[config.mk]
export PLATFORM = sky130hd
export DESIGN_NAME = uart_regcore
export DESIGN_NICKNAME = d
export VERILOG_FILES = /design/src/rtl/uart_regcore_pkg.sv /design/src/rtl/uart_rx_fifo.sv /design/src/rtl/uart_tx_path.sv /design/src/rtl/uart_regcore.sv
export SDC_FILE = /design/constraint.sdc
export NUM_CORES = 1
export LEC_CHECK = 0
export BUFFER_PORTS_ARGS = -buffer_cell sky130_fd_sc_hd__buf_2
export CAP_MARGIN = 20
export CORE_UTILIZATION = 42
export DETAILED_ROUTE_END_ITERATION = 6
export PLACE_DENSITY = 0.66
export SLEW_MARGIN = 30
export SYNTH_ARGS = -nofsm -noshare
export SYNTH_HDL_FRONTEND = slang
export SYNTH_SLANG_ARGS = --single-unit
[constraint.sdc]
create_clock -name clk -period 3.45 [get_ports clk]
set_input_delay 0.69 -clock clk [delete_from_list [all_inputs] [get_ports clk]]
set_output_delay 0.69 -clock clk [all_outputs]
set_load 0.02 [all_outputs]
[src/rtl/uart_regcore_pkg.sv]
package uart_regcore_pkg;
  localparam int DW = 8;
  localparam int AW = 5;

  localparam logic [AW-1:0] OFS_MODE = 5'h00;
  localparam logic [AW-1:0] OFS_STAT = 5'h04;
  localparam logic [AW-1:0] OFS_CMD  = 5'h08;
  localparam logic [AW-1:0] OFS_DATA = 5'h0C;
  localparam logic [AW-1:0] OFS_INT  = 5'h14;

  typedef enum logic [2:0] {
    MISC_NONE   = 3'd0,
    MISC_PTR    = 3'd1,
    MISC_RXRST  = 3'd2,
    MISC_TXRST  = 3'd3,
    MISC_ERRCLR = 3'd4,
    MISC_BRKCLR = 3'd5,
    MISC_BRK_A  = 3'd6,
    MISC_BRK_B  = 3'd7
  } misc_cmd_e;

  typedef enum logic [1:0] {
    DIR_KEEP = 2'd0,
    DIR_ON   = 2'd1,
    DIR_OFF  = 2'd2,
    DIR_RSVD = 2'd3
  } dir_cmd_e;

  // New enable for a direction, given its current value and the command field
  function automatic logic dir_next(input logic cur, input logic [1:0] fld);
    case (fld)
      DIR_ON:  return 1'b1;
      DIR_OFF: return 1'b0;
      default: return cur;
    endcase
  endfunction

  // Status byte: {0,0,0,0, tx_empty, tx_ready, rx_full, rx_ready}
  function automatic logic [DW-1:0] pack_status(input logic rdy, input logic full,
                                                input logic txr, input logic txe);
    return {4'b0000, txe, txr, full, rdy};
  endfunction

  // Interrupt status byte: bit0 tx, bit1 rx (source chosen by mode bit), bit2 break
  function automatic logic [DW-1:0] pack_isr(input logic txr, input logic rdy,
                                             input logic full, input logic full_sel,
                                             input logic brk);
    return {5'b00000, brk, (full_sel ? full : rdy), txr};
  endfunction
endpackage

[src/rtl/uart_rx_fifo.sv]
module uart_rx_fifo #(
  parameter int DEPTH = 4,
  parameter int DW    = 8,
  localparam int CW   = $clog2(DEPTH + 1)
) (
  input  logic          clk,
  input  logic          rst_n,
  input  logic          clr,
  input  logic          pop,
  input  logic          push,
  input  logic          ovw_ok,
  input  logic [DW-1:0] din,
  output logic [DW-1:0] head,
  output logic [CW-1:0] count,
  output logic          nonempty,
  output logic          full
);
  logic [DW-1:0] mem   [DEPTH];
  logic [DW-1:0] mem_n [DEPTH];
  logic [CW-1:0] cnt_n;
  logic          pop_ok;

  assign nonempty = (count != '0);
  assign full     = (count == CW'(DEPTH));
  assign head     = nonempty ? mem[0] : '0;
  assign pop_ok   = pop && nonempty;

  always_comb begin
    for (int i = 0; i < DEPTH; i++) mem_n[i] = mem[i];
    cnt_n = count;
    if (pop_ok) begin
      for (int i = 0; i < DEPTH - 1; i++) mem_n[i] = mem[i + 1];
      cnt_n = count - 1'b1;
    end
    if (push) begin
      if (cnt_n < CW'(DEPTH)) begin
        for (int i = 0; i < DEPTH; i++)
          if (CW'(i) == cnt_n) mem_n[i] = din;
        cnt_n = cnt_n + 1'b1;
      end else if (ovw_ok) begin
        mem_n[DEPTH-1] = din;
      end
    end
    if (clr) cnt_n = '0;
  end

  always_ff @(posedge clk or negedge rst_n) begin
    if (!rst_n) begin
      count <= '0;
      for (int i = 0; i < DEPTH; i++) mem[i] <= '0;
    end else begin
      count <= cnt_n;
      for (int i = 0; i < DEPTH; i++) mem[i] <= mem_n[i];
    end
  end


  fifo_bound_chk: assert property (@(posedge clk) disable iff (!rst_n)
    count <= CW'(DEPTH));

  fifo_pop_dec_chk: assert property (@(posedge clk) disable iff (!rst_n)
    (pop && nonempty && !push && !clr) |=> (count == $past(count) - 1'b1));
endmodule

[src/rtl/uart_tx_path.sv]
module uart_tx_path #(
  parameter int DW = 8
) (
  input  logic          clk,
  input  logic          rst_n,
  input  logic          load,
  input  logic [DW-1:0] load_byte,
  input  logic          txrst,
  input  logic          cmd_wr,
  input  logic [1:0]    dir_fld,
  output logic          tx_en,
  output logic          tx_empty,
  output logic          tx_valid,
  output logic [DW-1:0] tx_byte
);
  import uart_regcore_pkg::*;

  logic [DW-1:0] hold, hold_n;
  logic          en_n, empty_n, fire;

  always_comb begin
    en_n    = tx_en;
    empty_n = tx_empty;
    hold_n  = hold;
    if (txrst) begin
      en_n    = 1'b0;
      empty_n = 1'b1;
    end
    if (cmd_wr) en_n = dir_next(en_n, dir_fld);
    if (load) begin
      hold_n  = load_byte;
      empty_n = 1'b0;
    end
    fire = en_n && !empty_n;
    if (fire) empty_n = 1'b1;
  end

  always_ff @(posedge clk or negedge rst_n) begin
    if (!rst_n) begin
      tx_en    <= 1'b0;
      tx_empty <= 1'b1;
      hold     <= '0;
      tx_valid <= 1'b0;
      tx_byte  <= '0;
    end else begin
      tx_en    <= en_n;
      tx_empty <= empty_n;
      hold     <= hold_n;
      tx_valid <= fire;
      if (fire) tx_byte <= hold_n;
    end
  end


  tx_sent_empty_chk: assert property (@(posedge clk) disable iff (!rst_n)
    tx_valid |-> tx_empty);

  txrst_quiet_chk: assert property (@(posedge clk) disable iff (!rst_n)
    (txrst && !load) |=> !tx_valid);
endmodule

[src/rtl/uart_regcore.sv]
module uart_regcore #(
  parameter int RX_DEPTH = 4,
  localparam int DW = uart_regcore_pkg::DW,
  localparam int AW = uart_regcore_pkg::AW,
  localparam int CW = $clog2(RX_DEPTH + 1)
) (
  input  logic          clk,
  input  logic          rst_n,
  input  logic          bus_wr,
  input  logic          bus_rd,
  input  logic [AW-1:0] bus_addr,
  input  logic [DW-1:0] bus_wdata,
  output logic [DW-1:0] bus_rdata,
  input  logic          rx_valid,
  input  logic          rx_break,
  input  logic [DW-1:0] rx_byte,
  output logic          tx_valid,
  output logic [DW-1:0] tx_byte,
  output logic          irq
);
  import uart_regcore_pkg::*;

  logic [DW-1:0] mode1, mode2, imask;
  logic          mptr, rx_en, brk_flag;

  // Named events
  logic          wr_mode, wr_cmd, wr_data, wr_int, rd_pop;
  logic          misc_ptr, misc_rxrst, misc_txrst, misc_brkclr;
  logic          brk_evt, norm_push, push_evt;
  misc_cmd_e     misc;

  logic [DW-1:0] head, status_b, isr_b;
  logic [CW-1:0] rx_count;
  logic          rx_rdy, rx_full, tx_en, tx_empty;

  assign wr_mode = bus_wr && (bus_addr == OFS_MODE);
  assign wr_cmd  = bus_wr && (bus_addr == OFS_CMD);
  assign wr_data = bus_wr && (bus_addr == OFS_DATA);
  assign wr_int  = bus_wr && (bus_addr == OFS_INT);
  assign rd_pop  = bus_rd && (bus_addr == OFS_DATA);

  assign misc        = misc_cmd_e'(bus_wdata[6:4]);
  assign misc_ptr    = wr_cmd && (misc == MISC_PTR);
  assign misc_rxrst  = wr_cmd && (misc == MISC_RXRST);
  assign misc_txrst  = wr_cmd && (misc == MISC_TXRST);
  assign misc_brkclr = wr_cmd && (misc == MISC_BRKCLR);

  assign brk_evt   = rx_valid && rx_break;
  assign norm_push = rx_valid && !rx_break && rx_en && !rx_full;
  assign push_evt  = brk_evt || norm_push;

  uart_rx_fifo #(.DEPTH(RX_DEPTH), .DW(DW)) rxq_i (
    .clk(clk), .rst_n(rst_n), .clr(misc_rxrst), .pop(rd_pop),
    .push(push_evt), .ovw_ok(brk_evt),
    .din(brk_evt ? '0 : rx_byte),
    .head(head), .count(rx_count), .nonempty(rx_rdy), .full(rx_full)
  );

  uart_tx_path #(.DW(DW)) txp_i (
    .clk(clk), .rst_n(rst_n), .load(wr_data), .load_byte(bus_wdata),
    .txrst(misc_txrst), .cmd_wr(wr_cmd), .dir_fld(bus_wdata[3:2]),
    .tx_en(tx_en), .tx_empty(tx_empty), .tx_valid(tx_valid), .tx_byte(tx_byte)
  );

  always_ff @(posedge clk or negedge rst_n) begin
    if (!rst_n) begin
      mode1    <= '0;
      mode2    <= '0;
      mptr     <= 1'b0;
      imask    <= '0;
      rx_en    <= 1'b0;
      brk_flag <= 1'b0;
    end else begin
      if (wr_mode) begin
        if (mptr) mode2 <= bus_wdata;
        else      mode1 <= bus_wdata;
        mptr <= 1'b1;
      end else if (misc_ptr) begin
        mptr <= 1'b0;
      end
      if (wr_int) imask <= bus_wdata;
      if (wr_cmd) rx_en <= dir_next(misc_rxrst ? 1'b0 : rx_en, bus_wdata[1:0]);
      if (brk_evt)          brk_flag <= 1'b1;
      else if (misc_brkclr) brk_flag <= 1'b0;
    end
  end

  assign status_b = pack_status(rx_rdy, rx_full, tx_en, tx_empty);
  assign isr_b    = pack_isr(tx_en, rx_rdy, rx_full, mode1[6], brk_flag);
  assign irq      = |(isr_b & imask);

  always_comb begin
    bus_rdata = '0;
    if (bus_rd) begin
      case (bus_addr)
        OFS_MODE: bus_rdata = mptr ? mode2 : mode1;
        OFS_STAT: bus_rdata = status_b;
        OFS_DATA: bus_rdata = head;
        OFS_INT:  bus_rdata = isr_b;
        default:  bus_rdata = '0;
      endcase
    end
  end


  mode_ptr_adv_chk: assert property (@(posedge clk) disable iff (!rst_n)
    wr_mode |=> mptr);

  brk_flag_set_chk: assert property (@(posedge clk) disable iff (!rst_n)
    brk_evt |=> brk_flag && rx_rdy);

  rx_drop_chk: assert property (@(posedge clk) disable iff (!rst_n)
    (rx_valid && !rx_break && !rx_en && !rd_pop && !wr_cmd) |=> $stable(rx_count));

  rx_reset_empty_chk: assert property (@(posedge clk) disable iff (!rst_n)
    misc_rxrst |=> !rx_rdy);
endmodule

==> impl_metrics.json, run 1 <==
{
  "p_clk_share_pct": 25.2,
  "ios": 45,
  "tns_ns": 0,
  "ys_seq_elements": 76,
  "hp-class": "input pin to asynchronous set/reset pin",
  "path_max_fanout": 8,
  "fin_crit_ns": 3.08,
  "drc": 0,
  "synthCells": 306,
  "grt_use_total_pct": 17.6,
  "die_area_um2": 9360,
  "die_w_um": 96.8,
  "ys_types": 51,
  "maxSlewHeadroom_pct": 38.6,
  "clock_skew_ns": 0.00533,
  "power_switching_uw": 832,
  "initial_core_util_pct": 43.2,
  "cp-start-kind": "input pin",
  "timing.final.crit_share_pct": 89.3,
  "clkTransAtPathRegs_ns": 0.08,
  "netlist.area_leader.share_pct": 49.8,
  "p_int_mw": 1.83,
  "yosys_warnings": 0,
  "setup_viol": 0,
  "max_freq_ghz": 0.324,
  "core_um2": 8720,
  "crit_path_frequent_cell": "buf_2",
  "cts_buffer_depth": 2,
  "drtAntennaViolNets": 0,
  "synth.cells.most_frequent": "75 x dfrtp_1, 49 x mux2i_1, 40 x mux2_2",
  "final_layout_size_suffix_gt1_share_pct": 31.8,
  "rr_startpoint": "rxq_i.count[0]$_DFF_PN0_",
  "required_ns": 2.76,
  "diodes": 0,
  "clk_latency_ns": 0.34,
  "synth_edf_count": 0,
  "p_per_area_nw_per_um2": 618,
  "grt_pass1_wl_um": 12900,
  "hold_viol": 0,
  "viasPerCell": 5.48,
  "multi_input_area_um2": 1750,
  "p_sw_share_pct": 31.3,
  "status": "finished clean",
  "cts-buffers-inserted": 9,
  "rsz0062_at_grt": "false",
  "syn-num-nets": 339,
  "row_count": 34,
  "final_nets": 387,
  "tightestPinTransition_ns": 0.914,
  "worstPathArrival_ns": 2.39,
  "antenna_found_initial": 0,
  "crit_chain": "buf_2 -> maj3_1 -> or4b_2 -> a21oi_1 -> buf_2",
  "synth_area_leaders": "dfrtp_1 50%, mux2i_1 13%, mux2_2 12%",
  "grt_pass1_vias": 2573,
  "synth-async-reset-ratio_pct": 100,
  "cts_resized": 0,
  "worstSetupEndpointType": "primary output",
  "area.growth.synth_to_final_pct": 14.2,
  "cts.sinks": 76,
  "wl_um": 7780,
  "leakage_nw": 2.14,
  "dp_hpwl_um": 5450,
  "cap_violations": 0,
  "wl_per_cell_um": 16.7,
  "die_h_um": 96.8,
  "final_util_pct": 49.4,
  "cp_slowest_cell": "or4b_2",
  "yosysMostFrequentCell": "dfrtp_1",
  "reg2reg_slack_ns": 0.43,
  "drt_first_pass_iters": 4,
  "syn_area_um2": 3770,
  "ys_seq_area_share_pct": 50.5,
  "cts_setup_buffers": 0,
  "n_fill_cell": 787,
  "regArea_um2": 1900,
  "seq_power_share_pct": 48.9,
  "yosysTopAreaCell": "dfrtp_1",
  "syn_area_per_cell_um2": 12.3,
  "slowest_delay_ns": 0.75,
  "h-tree-depth": 3,
  "drt_iter0_markers": 168,
  "r2r_end": "rxq_i.mem[8]$_DFF_PN0_",
  "synth_ff_type": "dfrtp_1",
  "port_buffers": 44,
  "clockRootBuffer": "clkbuf_8",
  "comb_power_share_pct": 25.9,
  "finalMaxSlewViolations": 0,
  "worst_ir_drop_vdd_mv": 0.205,
  "routabilityCongestion": 0.797,
  "grt_max_degree": 77,
  "cts_hold_buf": 0,
  "globalRouteOverflowTotal": 0,
  "vias": 2559,
  "cts_tree": "done",
  "path_class": "input pin to primary output",
  "r2r_cells": 8
}
## critical path, delay by kind of cell
family	cells	cell delay [ns]
AO/OA/AOI/OAI	1	0.26
AND/OR/NAND/NOR	1	0.75
adder cells (fa/ha/maj)	1	0.35
buffers and inverters	2	0.35
## power by group through the flow
stage | clock network, mW | logic (mW) | registers (mW)
detailed placement | 0 | 0.696 | 1.32
global placement | 0 | 0.672 | 1.31
floorplan | 0 | 0.495 | 1.30
finish | 0.670 | 0.689 | 1.30
CTS | 0.685 | 0.696 | 1.30
global route | 0.724 | 0.771 | 1.33
## state kept, by name, summed over array words and instances (netlist names)
signal / count
mode2: 8
rxq_i.mem: 32
mode1: 8
imask: 3
rx_en: 1
brk_flag: 1
txp_i.tx_valid: 1
txp_i.tx_en: 1
txp_i.hold: 8
rxq_i.count: 3
txp_i.tx_byte: 8
txp_i.tx_empty: 1
mptr: 1
## placed cells by master, fill, tap and decap left out, types with 3 or more instances in the layout
master	instances
nor2_1	7
mux2_2	40
nand2_1	23
nand3_1	3
buf_2	43
buf_4	6
dfrtp_1	75
a32o_1	9
mux2i_1	49
clkinv_2	3
a21oi_1	9
o21ai_0	4
a22oi_1	10
and3_1	3
ha_1	6
inv_1	13
clkbuf_8	10
## metrics by stage
stage / hold slack (ns) / instances / cell area [µm²] / setup slack (ns) / power (mW)
2_1_floorplan: 0.394 / 306 / 3770 / 0.601 / 1.80
3_3_place_gp: 0.461 / 451 / 4110 / 0.179 / 1.98
3_5_place_dp: 0.475 / 451 / 4110 / 0.104 / 2.02
4_1_cts: 0.491 / 467 / 4300 / 0.384 / 2.69
5_1_grt: 0.395 / 467 / 4310 / 0.140 / 2.83
6_report: 0.354 / 467 / 4310 / 0.368 / 2.66
## metal layers
metal	vias to the layer above	wire [µm]	track usage (%)
met1	1273	3890	24.7
met4	0	116	6.89
met5	-	0	0
li1	1215	-	-
met2	59	3540	26.2
met3	12	232	4.41
## how the worst max path moves through the flow
stage | slack [ns] | startpoint | end | depth (start not counted)
floorplan | 0.60 | bus_addr[3] | bus_rdata[0] | 4
global placement | 0.18 | bus_addr[1] | rxq_i.mem[13]$_DFF_PN0_ | 7
detailed placement | 0.10 | bus_addr[1] | rxq_i.mem[14]$_DFF_PN0_ | 7
CTS | 0.38 | bus_addr[3] | bus_rdata[3] | 5
global route | 0.14 | rxq_i.count[0]$_DFF_PN0_ | rxq_i.mem[14]$_DFF_PN0_ | 8
finish | 0.37 | bus_addr[3] | bus_rdata[2] | 5
## layout make-up
| type | instances | share of cell area, % |
|---|---|---|
| Sequential cell | 76 | 44.2 |
| Multi-Input combinational cell | 204 | 40.7 |
| Timing Repair Buffer | 50 | 6.31 |
| Clock buffer | 11 | 3.28 |
| Tap cell | 108 | 3.14 |
| Clock inverter | 5 | 1.22 |
| Inverter | 13 | 1.13 |
## logic make-up (layout without fill, tap and decap cells)
family                     Yosys count  after routing  share of synthesized area, %
buffers and inverters               26             79                          3.05
muxes                               90             90                          25.5
DFF                                 76             76                          50.5
and+or+nand+nor                     58             58                          8.86
xor gates and xnor gates             3              3                         0.697
adders and majority gates            7              7                          2.26
AOI/OAI and AO/OA                   46             46                          9.12
No activity file was read; power rests on OpenSTA's default activity.
==> run 2, diff against run 1 <==
--- a/config.mk
+++ b/config.mk
@@ -7,9 +7,12 @@
 export LEC_CHECK = 0
 export BUFFER_PORTS_ARGS = -buffer_cell sky130_fd_sc_hd__buf_2
 export CAP_MARGIN = 20
+export CELL_PAD_IN_SITES_DETAIL_PLACEMENT = 1
+export CELL_PAD_IN_SITES_GLOBAL_PLACEMENT = 1
+export CORE_MARGIN = 2
 export CORE_UTILIZATION = 42
 export DETAILED_ROUTE_END_ITERATION = 6
-export PLACE_DENSITY = 0.66
+export PLACE_DENSITY = 0.77
 export SLEW_MARGIN = 30
 export SYNTH_ARGS = -nofsm -noshare
 export SYNTH_HDL_FRONTEND = slang
==> run 2 against run 1 <==
Compared with the run above:
- routed wire length increased by 12%
- power increased by 0.94%
- clock-buffer cell count decreased by 1
- critical path depth increased by 1
- cell count decreased by 0.21%
- first-iteration DRC count increased by 8.3%
- sequential power about the same
- utilization about the same
- final area about the same
- critical path type unchanged
- critical endpoint unchanged
- largest cell class unchanged
==> impl_metrics.json, run 2 (same netlist as run 1, synthesis figures left out) <==
{
  "status": "finished clean",
  "whs_ns": 0.339,
  "cts_buffer_depth": 2,
  "multi_input_area_um2": 1750,
  "die_area_um2": 9750,
  "cap_violations": 0,
  "worstPathArrival_ns": 2.47,
  "setup_viol": 0,
  "row_count": 34,
  "tns_ns": 0,
  "path_class": "input pin to primary output",
  "antenna_found_initial": 0,
  "largest_reg_flops": 32,
  "p_per_area_nw_per_um2": 625,
  "drtAntennaViolNets": 0,
  "final_nets": 387,
  "path_max_fanout": 8,
  "n_fill_cell": 923,
  "cp-start-kind": "input pin",
  "cp-startpoint": "bus_addr[2]",
  "rsz0062_at_grt": "false",
  "ios": 45,
  "required_ns": 2.76,
  "globalRouteOverflowTotal": 0,
  "clkTransAtPathRegs_ns": 0.07,
  "final_util_pct": 49.3,
  "clk_latency_ns": 0.34,
  "cts_tree": "done",
  "wl_per_cell_um": 18.7,
  "grt_pass1_vias": 2752,
  "layout_common_cells": "75 x dfrtp_1, 49 x mux2i_1, 43 x buf_2, 40 x mux2_2, 23 x nand2_1",
  "clockRootBuffer": "clkbuf_8",
  "initial_core_util_pct": 43.2,
  "leakage_nw": 2.13,
  "core_um2": 8720,
  "drc": 0,
  "fin_ws_ns": 0.294,
  "drt_iter0_markers": 182,
  "tightestPinTransition_ns": 0.785,
  "die_w_um": 98.8,
  "grt_use_met1_pct": 25.9,
  "worstSetupEndpointType": "primary output",
  "port_buffers": 44,
  "grt_max_degree": 77,
  "cts-buffers-inserted": 9,
  "regArea_um2": 1900,
  "hold_viol": 0,
  "drt_first_pass_iters": 4,
  "reg2reg_slack_ns": 0.33,
  "maxSlewHeadroom_pct": 47.3,
  "mostFrequentLayoutCell": "dfrtp_1",
  "routabilityCongestion": 0.812,
  "finalMaxSlewViolations": 0,
  "grt_use_total_pct": 19.0,
  "final_layout_size_suffix_gt1_share_pct": 32.1,
  "hp-class": "input pin to asynchronous set/reset pin",
  "dp_hpwl_um": 6310,
  "cts.sinks": 76,
  "viasPerCell": 5.63,
  "clock_skew_ns": 0.00559,
  "timing.final.crit_share_pct": 91.5,
  "place_ws_ns": 0.0289,
  "grt_pass1_wl_um": 14500,
  "grtUsageMet2_pct": 30.4,
  "vias": 2625,
  "h-tree-depth": 3,
  "diodes": 0,
  "wl_um": 8740,
  "worst_ir_drop_vdd_mv": 0.246,
  "area.growth.synth_to_final_pct": 14.1,
  "fin_crit_ns": 3.16,
  "rr_startpoint": "rxq_i.count[0]$_DFF_PN0_",
  "max_freq_ghz": 0.317,
  "die_h_um": 98.8,
  "met3_usage_pct": 2.62,
  "top_usage_layer": "met2",
  "largest_register": "rxq_i.mem"
}
## run 2: cell types whose count changed in the layout (fill, tap and decap cells not counted)
cell	before	now
clkbuf_1	1	0
and3_1	3	2
and3_2	0	1
## run 2: worst max-delay path, stage by stage
cell and delay, ns:
buf_2 0.12, inv_1 0.05, maj3_1 0.33, or4b_2 0.78, a21oi_1 0.28, buf_2 0.21
## run 2: final timing paths
| kind | end | cells past startpoint |
|---|---|---|
| max reg2reg | rxq_i.mem[29]$_DFF_PN0_ | 8 |
| max | bus_rdata[2] | 6 |
| min | rxq_i.mem[12]$_DFF_PN0_ | 1 |
| min in group clk | rxq_i.mem[4]$_DFFE_PN0P_ | 1 |
| max in group asynchronous | imask[1]$_DFFE_PN0P_ | 1 |
| min reg2reg | rxq_i.mem[4]$_DFFE_PN0P_ | 1 |
## run 2: timing repair
action	in CTS	in global routing
hold buffers	0	0
setup buffers	0	0
setup endpoints to repair	0	1
resized for setup	0	1
endpoints found under the hold margin	0	0
## run 2: layer usage
layer / vias up / wire (µm)
li1: 1220 / -
met1: 1332 / 3960
met2: 59 / 4310
met3: 14 / 305
met4: 0 / 163
met5: - / 0
## run 2: final cells by class
class,count,area share (%)
flip-flops and latches,76,44.2
multi-input cells,204,40.8
repair buffers,50,6.31
clock buffers,10,3.20
well taps,108,3.14
clock inverters,5,1.22
inverters,13,1.13
## run 2: report_power, final
group / internal, mW / switching (mW) / total, mW
Clock: 0.346 / 0.320 / 0.666
Sequential: 1.15 / 0.163 / 1.31
Combinational: 0.332 / 0.376 / 0.709
Total: 1.83 / 0.860 / 2.69
## run 2: stage by stage
stage / std cells / power (mW) / cell area [µm²]
final: 466 / 2.69 / 4300
after global routing: 466 / 2.85 / 4300
after CTS: 466 / 2.72 / 4300
after detailed placement: 451 / 2.05 / 4110
after global placement: 451 / 1.99 / 4110
after floorplan: 306 / 1.80 / 3770
==> run 3, diff against run 2 <==
--- a/config.mk
+++ b/config.mk
@@ -9,10 +9,9 @@
 export CAP_MARGIN = 20
 export CELL_PAD_IN_SITES_DETAIL_PLACEMENT = 1
 export CELL_PAD_IN_SITES_GLOBAL_PLACEMENT = 1
-export CORE_MARGIN = 2
 export CORE_UTILIZATION = 42
 export DETAILED_ROUTE_END_ITERATION = 6
-export PLACE_DENSITY = 0.77
+export PLACE_DENSITY_LB_ADDON = 0.1
 export SLEW_MARGIN = 30
 export SYNTH_ARGS = -nofsm -noshare
 export SYNTH_HDL_FRONTEND = slang
==> run 3 against run 2 <==
Compared with the run above:
- power decreased by 0.36%
- critical path depth is 2 higher
- sequential share of layout area about the same
- combinational power decreased by 1%
- cell count grew 0.21%
- worst setup slack improved by 0.041 ns
- global-route usage grew 0.23 points
- clock-buffer cell count is 1 higher
- fmax up 1.3%
- critical path type is now register to register
- critical endpoint is now rxq_i.mem[28]$_DFF_PN0_
==> impl_metrics.json, run 3 (same netlist as run 1, synthesis figures left out) <==
{
  "final_nets": 387,
  "hp-class": "input pin to asynchronous set/reset pin",
  "max_freq_ghz": 0.321,
  "port_buffers": 44,
  "grt_pass1_vias": 2735,
  "comb_power_share_pct": 26.2,
  "grt_max_degree": 77,
  "routabilityCongestion": 0.767,
  "cts_hold_buf": 0,
  "die_area_um2": 9360,
  "cpLargestDelayFamily": "simple AND/OR/NAND/NOR gates",
  "cap_violations": 0,
  "fin_crit_ns": 3.11,
  "grt_pass1_wl_um": 14200,
  "hold_viol": 0,
  "path_max_fanout": 8,
  "viasPerCell": 5.49,
  "p_int_mw": 1.82,
  "p_sw_share_pct": 32.1,
  "finalMaxSlewViolations": 0,
  "cts-buffers-inserted": 9,
  "cts_buffer_depth": 2,
  "final_layout_size_suffix_gt1_share_pct": 31.8,
  "die_w_um": 96.8,
  "wl_um": 8380,
  "slowest_delay_ns": 0.70,
  "layout_common_cells": "75 x dfrtp_1, 49 x mux2i_1, 43 x buf_2, 40 x mux2_2, 23 x nand2_1",
  "maxSlewHeadroom_pct": 53.3,
  "seq_power_share_pct": 48.8,
  "dp_hpwl_um": 5910,
  "p_per_area_nw_per_um2": 622,
  "crit_buf_inv": 1,
  "diodes": 0,
  "cts_resized": 0,
  "mostFrequentLayoutCell": "dfrtp_1",
  "tightestPinTransition_ns": 0.700,
  "globalRouteOverflowTotal": 0,
  "regArea_um2": 1900,
  "clockRootBuffer": "clkbuf_8",
  "antenna_found_initial": 0,
  "vias": 2563,
  "power_switching_uw": 859,
  "drc": 0,
  "clkTransAtPathRegs_ns": 0.08,
  "drt_first_pass_iters": 4,
  "core_um2": 8720,
  "whs_ns": 0.341,
  "cp-start-kind": "register",
  "initial_core_util_pct": 43.2,
  "crit_path_frequent_cell": "ha_1",
  "fin_ws_ns": 0.335,
  "largest_reg_flops": 32,
  "clk_latency_ns": 0.34,
  "row_count": 34,
  "leakage_nw": 2.13,
  "area.growth.synth_to_final_pct": 14.2,
  "ios": 45,
  "h-tree-depth": 3,
  "worstSetupEndpointType": "register",
  "multi_input_area_um2": 1760,
  "grt_use_total_pct": 19.2,
  "drt_iter0_markers": 115,
  "clock_skew_ns": 0.0155,
  "cp_slowest_cell": "or4b_1",
  "tns_ns": 0,
  "cts_tree": "done",
  "path_class": "register to register",
  "die_h_um": 96.8,
  "worstPathArrival_ns": 3.37,
  "n_fill_cell": 913,
  "required_ns": 3.70,
  "crit_chain": "inv_1 -> ha_1 -> nor2b_1 -> or4b_1 -> xnor2_1 -> ha_1 -> and3_1 -> mux2i_1",
  "cts_setup_buffers": 0,
  "timing.final.crit_share_pct": 90.3,
  "setup_viol": 0,
  "wl_per_cell_um": 18.0,
  "rsz0062_at_grt": "false",
  "cts.sinks": 76,
  "worst_ir_drop_vdd_mv": 0.295,
  "drtAntennaViolNets": 0,
  "largest_register": "rxq_i.mem",
  "status": "finished clean",
  "place_ws_ns": 0.0648,
  "p_clk_share_pct": 25.1
}
## run 3: cell count changes in the layout (fill, tap and decap cells not counted)
cell and change:
clkinv_2 -2, o21ai_2 +1, clkbuf_1 +2, clkinv_4 +1, clkbuf_8 -1, o21ai_1 -1
inv_6 +1, and3_2 -1, and3_1 +1
## run 3: final timing paths
check	from	endpoint	slack (ns)	cells after the start
setup / recovery	rxq_i.count[0]$_DFF_PN0_	rxq_i.mem[28]$_DFF_PN0_	0.34	8
hold / removal	rst_n	txp_i.hold[0]$_DFF_PN0_	0.34	1
setup reg to reg	rxq_i.count[0]$_DFF_PN0_	rxq_i.mem[28]$_DFF_PN0_	0.34	8
hold reg to reg	rxq_i.mem[5]$_DFFE_PN0P_	rxq_i.mem[5]$_DFFE_PN0P_	0.49	1
max in group asynchronous	rst_n	rxq_i.mem[23]$_DFF_PN0_	2.59	1
min in group clk	rxq_i.mem[5]$_DFFE_PN0P_	rxq_i.mem[5]$_DFFE_PN0P_	0.49	1
## run 3: power by group through the flow
stage,registers [mW],clock network [mW],logic (mW)
3_3_place_gp,1.32,0,0.681
3_5_place_dp,1.32,0,0.707
5_1_grt,1.34,0.730,0.787
4_1_cts,1.31,0.693,0.712
6_report,1.31,0.671,0.700
2_1_floorplan,1.30,0,0.495
## run 3: cell type report
cell class                      instances  share of cell area, %
Clock inverter                          5                   1.39
Sequential cell                        76                   44.2
Timing Repair Buffer                   50                   6.30
Tap cell                              108                   3.14
Clock buffer                           11                   3.05
Multi-Input combinational cell        204                   40.8
Inverter                               13                   1.13
## run 3: stage by stage
step | std cells | util, % | power, mW | area [µm²]
detailed placement | 451 | 47.1 | 2.03 | 4110
finish | 467 | 49.4 | 2.68 | 4310
global placement | 451 | 47.1 | 2.00 | 4110
global route | 467 | 49.4 | 2.86 | 4310
CTS | 467 | 49.3 | 2.71 | 4300
floorplan | 306 | - | 1.80 | 3770
## run 3: routing by layer
layer | wire (µm) | part of all wire, % | GRT usage [%]
met4 | 67 | 0.80 | 4.48
met5 | 0 | 0 | 0
met1 | 4220 | 50 | 27.6
met3 | 246 | 2.9 | 4.70
met2 | 3850 | 46 | 29.4
